<file path="config.mk">
export PLATFORM = sky130hd
export DESIGN_NAME = rs_byte_fixer
export DESIGN_NICKNAME = d
export VERILOG_FILES = /design/src/rtl/rsfix_pkg.sv /design/src/rtl/fixer_collect.sv /design/src/rtl/fixer_map.sv /design/src/rtl/fixer_engine.sv /design/src/rtl/rs_byte_fixer.sv
export SDC_FILE = /design/constraint.sdc
export NUM_CORES = 1
export LEC_CHECK = 0
export CORE_MARGIN = 3
export CORE_UTILIZATION = 67
export DETAILED_ROUTE_END_ITERATION = 16
export PLACE_DENSITY = 0.88
export RECOVER_POWER = 50
export SETUP_SLACK_MARGIN = 0.2
export SYNTH_ARGS = -nofsm -noshare
export SYNTH_HDL_FRONTEND = slang
export SYNTH_HIERARCHICAL = 1
export SYNTH_SLANG_ARGS = --single-unit
</file>
<file path="constraint.sdc">
create_clock -name clk -period 7.7 [get_ports clk]
set_input_delay 1.155 -clock clk [delete_from_list [all_inputs] [get_ports clk]]
set_output_delay 1.155 -clock clk [all_outputs]
set_load 0.01 [all_outputs]
</file>
<file path="src/rtl/rsfix_pkg.sv">
package rsfix_pkg;

    localparam int POS_W       = 11;
    localparam int PAT_W       = 12;
    localparam int DATA_BYTES  = 2048;
    localparam int SPARE_BYTES = 64;
    localparam int BUF_BYTES   = DATA_BYTES + SPARE_BYTES;
    localparam int ADDR_W      = $clog2(BUF_BYTES);
    localparam int MAX_POS     = 1374;

    typedef struct packed {
        logic [POS_W-1:0] pos;
        logic [PAT_W-1:0] pat;
    } err_pair_t;

    // Up to two byte updates derived from one symbol
    typedef struct packed {
        logic [ADDR_W-1:0] addr0;
        logic [7:0]        mask0;
        logic [ADDR_W-1:0] addr1;
        logic [7:0]        mask1;
        logic              pair;
        logic              bad;
    } byte_fix_t;

    typedef enum logic [1:0] {
        ST_IDLE,
        ST_READ,
        ST_WRITE,
        ST_DONE
    } eng_state_t;

    function automatic logic pair_is_bad(err_pair_t e);
        logic over_range;
        logic wide_first;
        over_range = (e.pos > POS_W'(MAX_POS));
        wide_first = (e.pos == '0) && (|e.pat[PAT_W-1:8]);
        return over_range || wide_first;
    endfunction

    function automatic byte_fix_t map_pair(err_pair_t e);
        byte_fix_t         f;
        logic [ADDR_W+1:0] tri3;
        logic [ADDR_W-1:0] base;
        tri3 = {3'b000, e.pos} + {2'b00, e.pos, 1'b0};
        base = tri3[ADDR_W:1];
        f = '0;
        if (e.pos == '0) begin
            f.addr0 = '0;
            f.mask0 = e.pat[7:0];
            f.pair  = 1'b0;
        end else if (e.pos[0]) begin
            f.addr0 = base;
            f.mask0 = e.pat[11:4];
            f.addr1 = base + ADDR_W'(1);
            f.mask1 = {e.pat[3:0], 4'h0};
            f.pair  = 1'b1;
        end else begin
            f.addr0 = base - ADDR_W'(1);
            f.mask0 = {4'h0, e.pat[11:8]};
            f.addr1 = base;
            f.mask1 = e.pat[7:0];
            f.pair  = 1'b1;
        end
        f.bad = pair_is_bad(e);
        return f;
    endfunction

endpackage

</file>
<file path="src/rtl/fixer_collect.sv">
module fixer_collect
    import rsfix_pkg::*;
#(
    parameter int MAX_ERR = 4,
    parameter int CNT_W   = $clog2(MAX_ERR + 1)
) (
    input  logic             clk,
    input  logic             rst,
    input  logic             in_valid,
    input  logic             in_last,
    input  err_pair_t        in_pair,
    input  logic             busy,
    output err_pair_t        slots [MAX_ERR],
    output logic             start,
    output logic [CNT_W-1:0] start_cnt,
    output logic             start_bad
);

    logic [CNT_W-1:0] cnt_q;
    logic             bad_q;
    logic             take;
    logic             full;
    logic             in_bad;

    assign take   = in_valid && !busy;
    assign full   = (cnt_q == CNT_W'(MAX_ERR));
    assign in_bad = pair_is_bad(in_pair);

    always_ff @(posedge clk) begin
        if (rst) begin
            cnt_q <= '0;
            bad_q <= 1'b0;
        end else if (take) begin
            if (in_last) begin
                cnt_q <= '0;
                bad_q <= 1'b0;
            end else begin
                if (!full) cnt_q <= cnt_q + CNT_W'(1);
                bad_q <= bad_q | in_bad | full;
            end
        end
    end

    for (genvar g = 0; g < MAX_ERR; g++) begin : g_slot
        always_ff @(posedge clk) begin
            if (rst)
                slots[g] <= '0;
            else if (take && !full && cnt_q == CNT_W'(g))
                slots[g] <= in_pair;
        end
    end

    assign start     = take && in_last;
    assign start_cnt = full ? cnt_q : cnt_q + CNT_W'(1);
    assign start_bad = bad_q | in_bad | full;


    cnt_cap_chk: assert property (@(posedge clk) disable iff (rst)
        cnt_q <= CNT_W'(MAX_ERR));


    ignore_busy_chk: assert property (@(posedge clk) disable iff (rst)
        (in_valid && busy) |=> ($stable(cnt_q) && $stable(bad_q)));

endmodule

</file>
<file path="src/rtl/fixer_map.sv">
module fixer_map
    import rsfix_pkg::*;
#(
    parameter int N = 4
) (
    input  err_pair_t pairs [N],
    output byte_fix_t fixes [N]
);

    for (genvar g = 0; g < N; g++) begin : g_map
        assign fixes[g] = map_pair(pairs[g]);
    end

endmodule

</file>
<file path="src/rtl/fixer_engine.sv">
module fixer_engine
    import rsfix_pkg::*;
#(
    parameter int MAX_ERR = 4,
    parameter int CNT_W   = $clog2(MAX_ERR + 1)
) (
    input  logic              clk,
    input  logic              rst,
    input  logic              start,
    input  logic [CNT_W-1:0]  start_cnt,
    input  logic              start_bad,
    input  byte_fix_t         fixes [MAX_ERR],
    output logic              busy,
    output logic              ram_rd_en,
    output logic              ram_wr_en,
    output logic [ADDR_W-1:0] ram_addr,
    output logic [7:0]        ram_wdata,
    input  logic [7:0]        ram_rdata,
    output logic              done,
    output logic              fail,
    output logic [CNT_W-1:0]  fixed_count
);

    localparam int IDX_W = (MAX_ERR > 1) ? $clog2(MAX_ERR) : 1;

    eng_state_t       state_q;
    logic [IDX_W-1:0] idx_q;
    logic             half_q;
    logic [CNT_W-1:0] cnt_q;
    logic             fail_q;
    logic [CNT_W-1:0] count_q;
    byte_fix_t        cur;
    logic [7:0]       cur_mask;
    logic             last_idx;

    assign cur      = fixes[idx_q];
    assign ram_addr = half_q ? cur.addr1 : cur.addr0;
    assign cur_mask = half_q ? cur.mask1 : cur.mask0;
    assign last_idx = (CNT_W'(idx_q) + CNT_W'(1)) == cnt_q;

    assign ram_rd_en   = (state_q == ST_READ);
    assign ram_wr_en   = (state_q == ST_WRITE);
    assign ram_wdata   = ram_rdata ^ cur_mask;
    assign busy        = (state_q != ST_IDLE);
    assign done        = (state_q == ST_DONE);
    assign fail        = fail_q;
    assign fixed_count = count_q;

    always_ff @(posedge clk) begin
        if (rst) begin
            state_q <= ST_IDLE;
            idx_q   <= '0;
            half_q  <= 1'b0;
            cnt_q   <= '0;
            fail_q  <= 1'b0;
            count_q <= '0;
        end else begin
            case (state_q)
                ST_IDLE: if (start) begin
                    cnt_q   <= start_cnt;
                    idx_q   <= '0;
                    half_q  <= 1'b0;
                    fail_q  <= start_bad;
                    count_q <= start_bad ? '0 : start_cnt;
                    state_q <= start_bad ? ST_DONE : ST_READ;
                end
                ST_READ: state_q <= ST_WRITE;
                ST_WRITE: begin
                    if (!half_q && cur.pair) begin
                        half_q  <= 1'b1;
                        state_q <= ST_READ;
                    end else if (last_idx) begin
                        state_q <= ST_DONE;
                    end else begin
                        idx_q   <= idx_q + IDX_W'(1);
                        half_q  <= 1'b0;
                        state_q <= ST_READ;
                    end
                end
                default: state_q <= ST_IDLE;
            endcase
        end
    end


    wr_after_rd_chk: assert property (@(posedge clk) disable iff (rst)
        ram_wr_en |-> ($past(ram_rd_en) && ram_addr == $past(ram_addr)));


    done_pulse_chk: assert property (@(posedge clk) disable iff (rst)
        done |=> (!done && !busy));


    fail_zero_chk: assert property (@(posedge clk) disable iff (rst)
        (done && fail) |-> (fixed_count == '0));


    bad_never_applied_chk: assert property (@(posedge clk) disable iff (rst)
        ram_rd_en |-> (!cur.bad && !fail_q));

endmodule

</file>
<file path="src/rtl/rs_byte_fixer.sv">
module rs_byte_fixer
    import rsfix_pkg::*;
#(
    parameter int MAX_ERR = 4,
    localparam int CNT_W  = $clog2(MAX_ERR + 1)
) (
    input  logic              clk,
    input  logic              rst,
    input  logic              in_valid,
    input  logic              in_last,
    input  logic [POS_W-1:0]  in_pos,
    input  logic [PAT_W-1:0]  in_pat,
    output logic              busy,
    output logic              ram_rd_en,
    output logic              ram_wr_en,
    output logic [ADDR_W-1:0] ram_addr,
    output logic [7:0]        ram_wdata,
    input  logic [7:0]        ram_rdata,
    output logic              done,
    output logic              fail,
    output logic [CNT_W-1:0]  fixed_count
);

    err_pair_t        in_pair;
    err_pair_t        slots [MAX_ERR];
    byte_fix_t        fixes [MAX_ERR];
    logic             start;
    logic [CNT_W-1:0] start_cnt;
    logic             start_bad;

    assign in_pair.pos = in_pos;
    assign in_pair.pat = in_pat;

    fixer_collect #(.MAX_ERR(MAX_ERR), .CNT_W(CNT_W)) u_collect (
        .clk       (clk),
        .rst       (rst),
        .in_valid  (in_valid),
        .in_last   (in_last),
        .in_pair   (in_pair),
        .busy      (busy),
        .slots     (slots),
        .start     (start),
        .start_cnt (start_cnt),
        .start_bad (start_bad)
    );

    fixer_map #(.N(MAX_ERR)) u_map (
        .pairs (slots),
        .fixes (fixes)
    );

    fixer_engine #(.MAX_ERR(MAX_ERR), .CNT_W(CNT_W)) u_engine (
        .clk         (clk),
        .rst         (rst),
        .start       (start),
        .start_cnt   (start_cnt),
        .start_bad   (start_bad),
        .fixes       (fixes),
        .busy        (busy),
        .ram_rd_en   (ram_rd_en),
        .ram_wr_en   (ram_wr_en),
        .ram_addr    (ram_addr),
        .ram_wdata   (ram_wdata),
        .ram_rdata   (ram_rdata),
        .done        (done),
        .fail        (fail),
        .fixed_count (fixed_count)
    );


    addr_range_chk: assert property (@(posedge clk) disable iff (rst)
        (ram_rd_en || ram_wr_en) |-> (ram_addr < ADDR_W'(BUF_BYTES)));


    idle_quiet_chk: assert property (@(posedge clk) disable iff (rst)
        !busy |-> (!ram_rd_en && !ram_wr_en));

endmodule

</file>
==> impl_metrics.tcl <==
set metrics [dict create \
    post_route_cells_drive_above_1_share_pct 8.97 \
    clock-sinks 108 \
    drt-total-wl_um 32300 \
    core_area_mm2 0.0166 \
    swShare_pct 34.4 \
    rsz0062_at_grt "no" \
    cp.arrival_ns 5.14 \
    relSlewSlack_pct 17.5 \
    clock_latency_ns 0.35 \
    fin_area_mm2 0.0123 \
    hold_slack_ns 0.452 \
    critPathMaxFanout 25 \
    finalWorstSetupSlack_ns 1.40 \
    die_y_um 136 \
    drtIter0Drc 1329 \
    hpwl_um 24300 \
    clock_path_buffers 2 \
    drc 0 \
    final_cells 1681 \
    start_util_pct 68.7 \
    io_pins 63 \
    portBuffers 62 \
    critical_path.top_delay_family "simple AND/OR/NAND/NOR gates" \
    cts_max_level 3 \
    p_sw_mw 0.577 \
    hold_class "reg -> reg" \
    final.setup_skew_ns 0.00998 \
    tns_ns 0 \
    synth_area_mm2 0.0114 \
    dp_slack_ns 1.84 \
    setup_violations 0 \
    cap_violations 0 \
    fin_util_pct 74.1 \
    antenna_found_initial 0 \
    dr.pass1.iters 8 \
    wire_per_inst_um 19.2 \
    worst_ir_drop_vdd_mv 0.157 \
    fin_nets 1584 \
    grt.overflow.total 0 \
    netlist_instances 1463 \
    cts_tree "built" \
    clkPwrFrac_pct 29.0 \
    routabilityCongestion 0.996 \
    nFillCells 1300 \
    num_vias 10900 \
    p_comb_share_pct 35.2 \
    syn_nets 1591 \
    path_cells "ha_1 > fa_1 > inv_1 > ha_1 > inv_1 > or3_1 > nor3_1 > and3_1 > and3_1 > mux2_1 > mux4_2 > mux2_2 > clkdlybuf4s50_1" \
    postSynthAreaPerCell_um2 7.78 \
    antenna-diode-count 0 \
    start_kind "flop" \
    dpl.cell_count 1665 \
    grt_max_degree 110 \
    min_period_ns 6.30 \
    timing.final.crit_share_pct 81.8 \
    slowest_delay_ns 0.99 \
    p_per_area_mw_per_mm2 137 \
    die_x_um 136 \
    cts_resized 0 \
    worstPathRequired_ns 6.55 \
    cp.buffers_inverters 3 \
    path_clk_slew_ns 0.08 \
    grt_pass1_wl_um 50200 \
    slowest_stage "dfxtp_1" \
    grt_pass1_vias 9674 \
    post-cts-setup-buffer-count 0 \
    hold_viol 0 \
    seqPwrFrac_pct 35.7 \
    critPathCaptureType "output pin" \
    p_total_mw 1.68 \
    worstMarginPinSlew_ns 1.23 \
    fmax_mhz 159 \
    cts_root_buf "clkbuf_16" \
    dpl_cell_area_mm2 0.0120 \
    p_int_mw 1.10 \
    path_class "reg -> out" \
    dieArea_mm2 0.0186 \
    drv_slew 0 \
    yosys_warnings 6 \
    viasPerCell 6.47 \
    cts_hold_buf 0 \
    cts_buffers 9 \
    drtAntennaViolNets 0 \
    leakage_nw 4.61 \
    area_delta_synth_final_pct 7.98 \
    grt_use_total_pct 33.8 \
    status "finished, final reports clean" \
    std_cell_rows 47 \
]
-- worst paths after layout --
check | cells after the start | slack, ns | from | endpoint
worst min register to register | 2 | 0.45 | u_engine/fail$_SDFFE_PP0P_ | u_engine/fail$_SDFFE_PP0P_
worst min-delay path | 2 | 0.45 | u_engine/fail$_SDFFE_PP0P_ | u_engine/fail$_SDFFE_PP0P_
worst max register to register | 10 | 3.75 | u_collect/slots[58]$_SDFFE_PP0P_ | u_engine/idx_q[1]$_SDFFE_PP0P_
worst max-delay path | 13 | 1.40 | u_collect/slots[81]$_SDFFE_PP0P_ | ram_addr[10]
-- registers in the layout, indices dropped and copies added, names as in the netlist --
| signal | count |
|---|---|
| u_collect/bad_q | 1 |
| u_collect/cnt_q | 3 |
| u_collect/slots | 92 |
| u_engine/cnt_q | 3 |
| u_engine/fail | 1 |
| u_engine/fixed_count | 3 |
| u_engine/half_q | 1 |
| u_engine/idx_q | 2 |
| u_engine/state_q | 2 |
-- power groups by stage --
stage	sequential [mW]	clock, mW	combinational (mW)
after global routing	0.603	0.509	0.636
after floorplan	0.602	0	0.388
final	0.600	0.488	0.592
after CTS	0.600	0.489	0.580
after detailed placement	0.612	0	0.576
after global placement	0.611	0	0.561
-- cell usage in the layout (no fill, tap or decap), types with 11 or more instances in the layout --
| cell type | instances |
|---|---|
| nand2_1 | 234 |
| a21oi_1 | 150 |
| nor2_1 | 119 |
| dfxtp_1 | 106 |
| ha_1 | 89 |
| inv_1 | 78 |
| mux2i_1 | 63 |
| xnor2_1 | 58 |
| o21ai_0 | 57 |
| clkdlybuf4s50_1 | 51 |
| mux4_2 | 40 |
| xor2_1 | 36 |
| nand4_1 | 30 |
| and3_1 | 30 |
| o31ai_1 | 23 |
| nand3_1 | 21 |
| nor3_1 | 21 |
| or3_1 | 15 |
| mux2_2 | 14 |
| buf_4 | 11 |
| nor2b_1 | 11 |
-- worst min-delay path, delay by kind of cell (launching register included) --
family,cells,cell delay (ns)
DFF,1,0.31
and+or+nand+nor,1,0.05
AOI/OAI and AO/OA,1,0.05
-- layout make-up --
cell class              count  area [um^2]  area share, %
repair buffers             72          693           5.64
clock buffers              11          243           1.97
multi-input cells        1184         8550           69.5
flip-flops and latches    108         2160           17.6
inverters                  81          304           2.47
clock inverters             5         67.6          0.550
well taps                 220          275           2.24
-- routing by layer --
| metal | track usage [%] | wire length (um) |
|---|---|---|
| met5 | 0 | 0 |
| met1 | 45.8 | 13300 |
| met4 | 8.40 | 677 |
| met3 | 8.44 | 3490 |
| met2 | 54.2 | 14900 |
(Power assumes the default switching activity.)
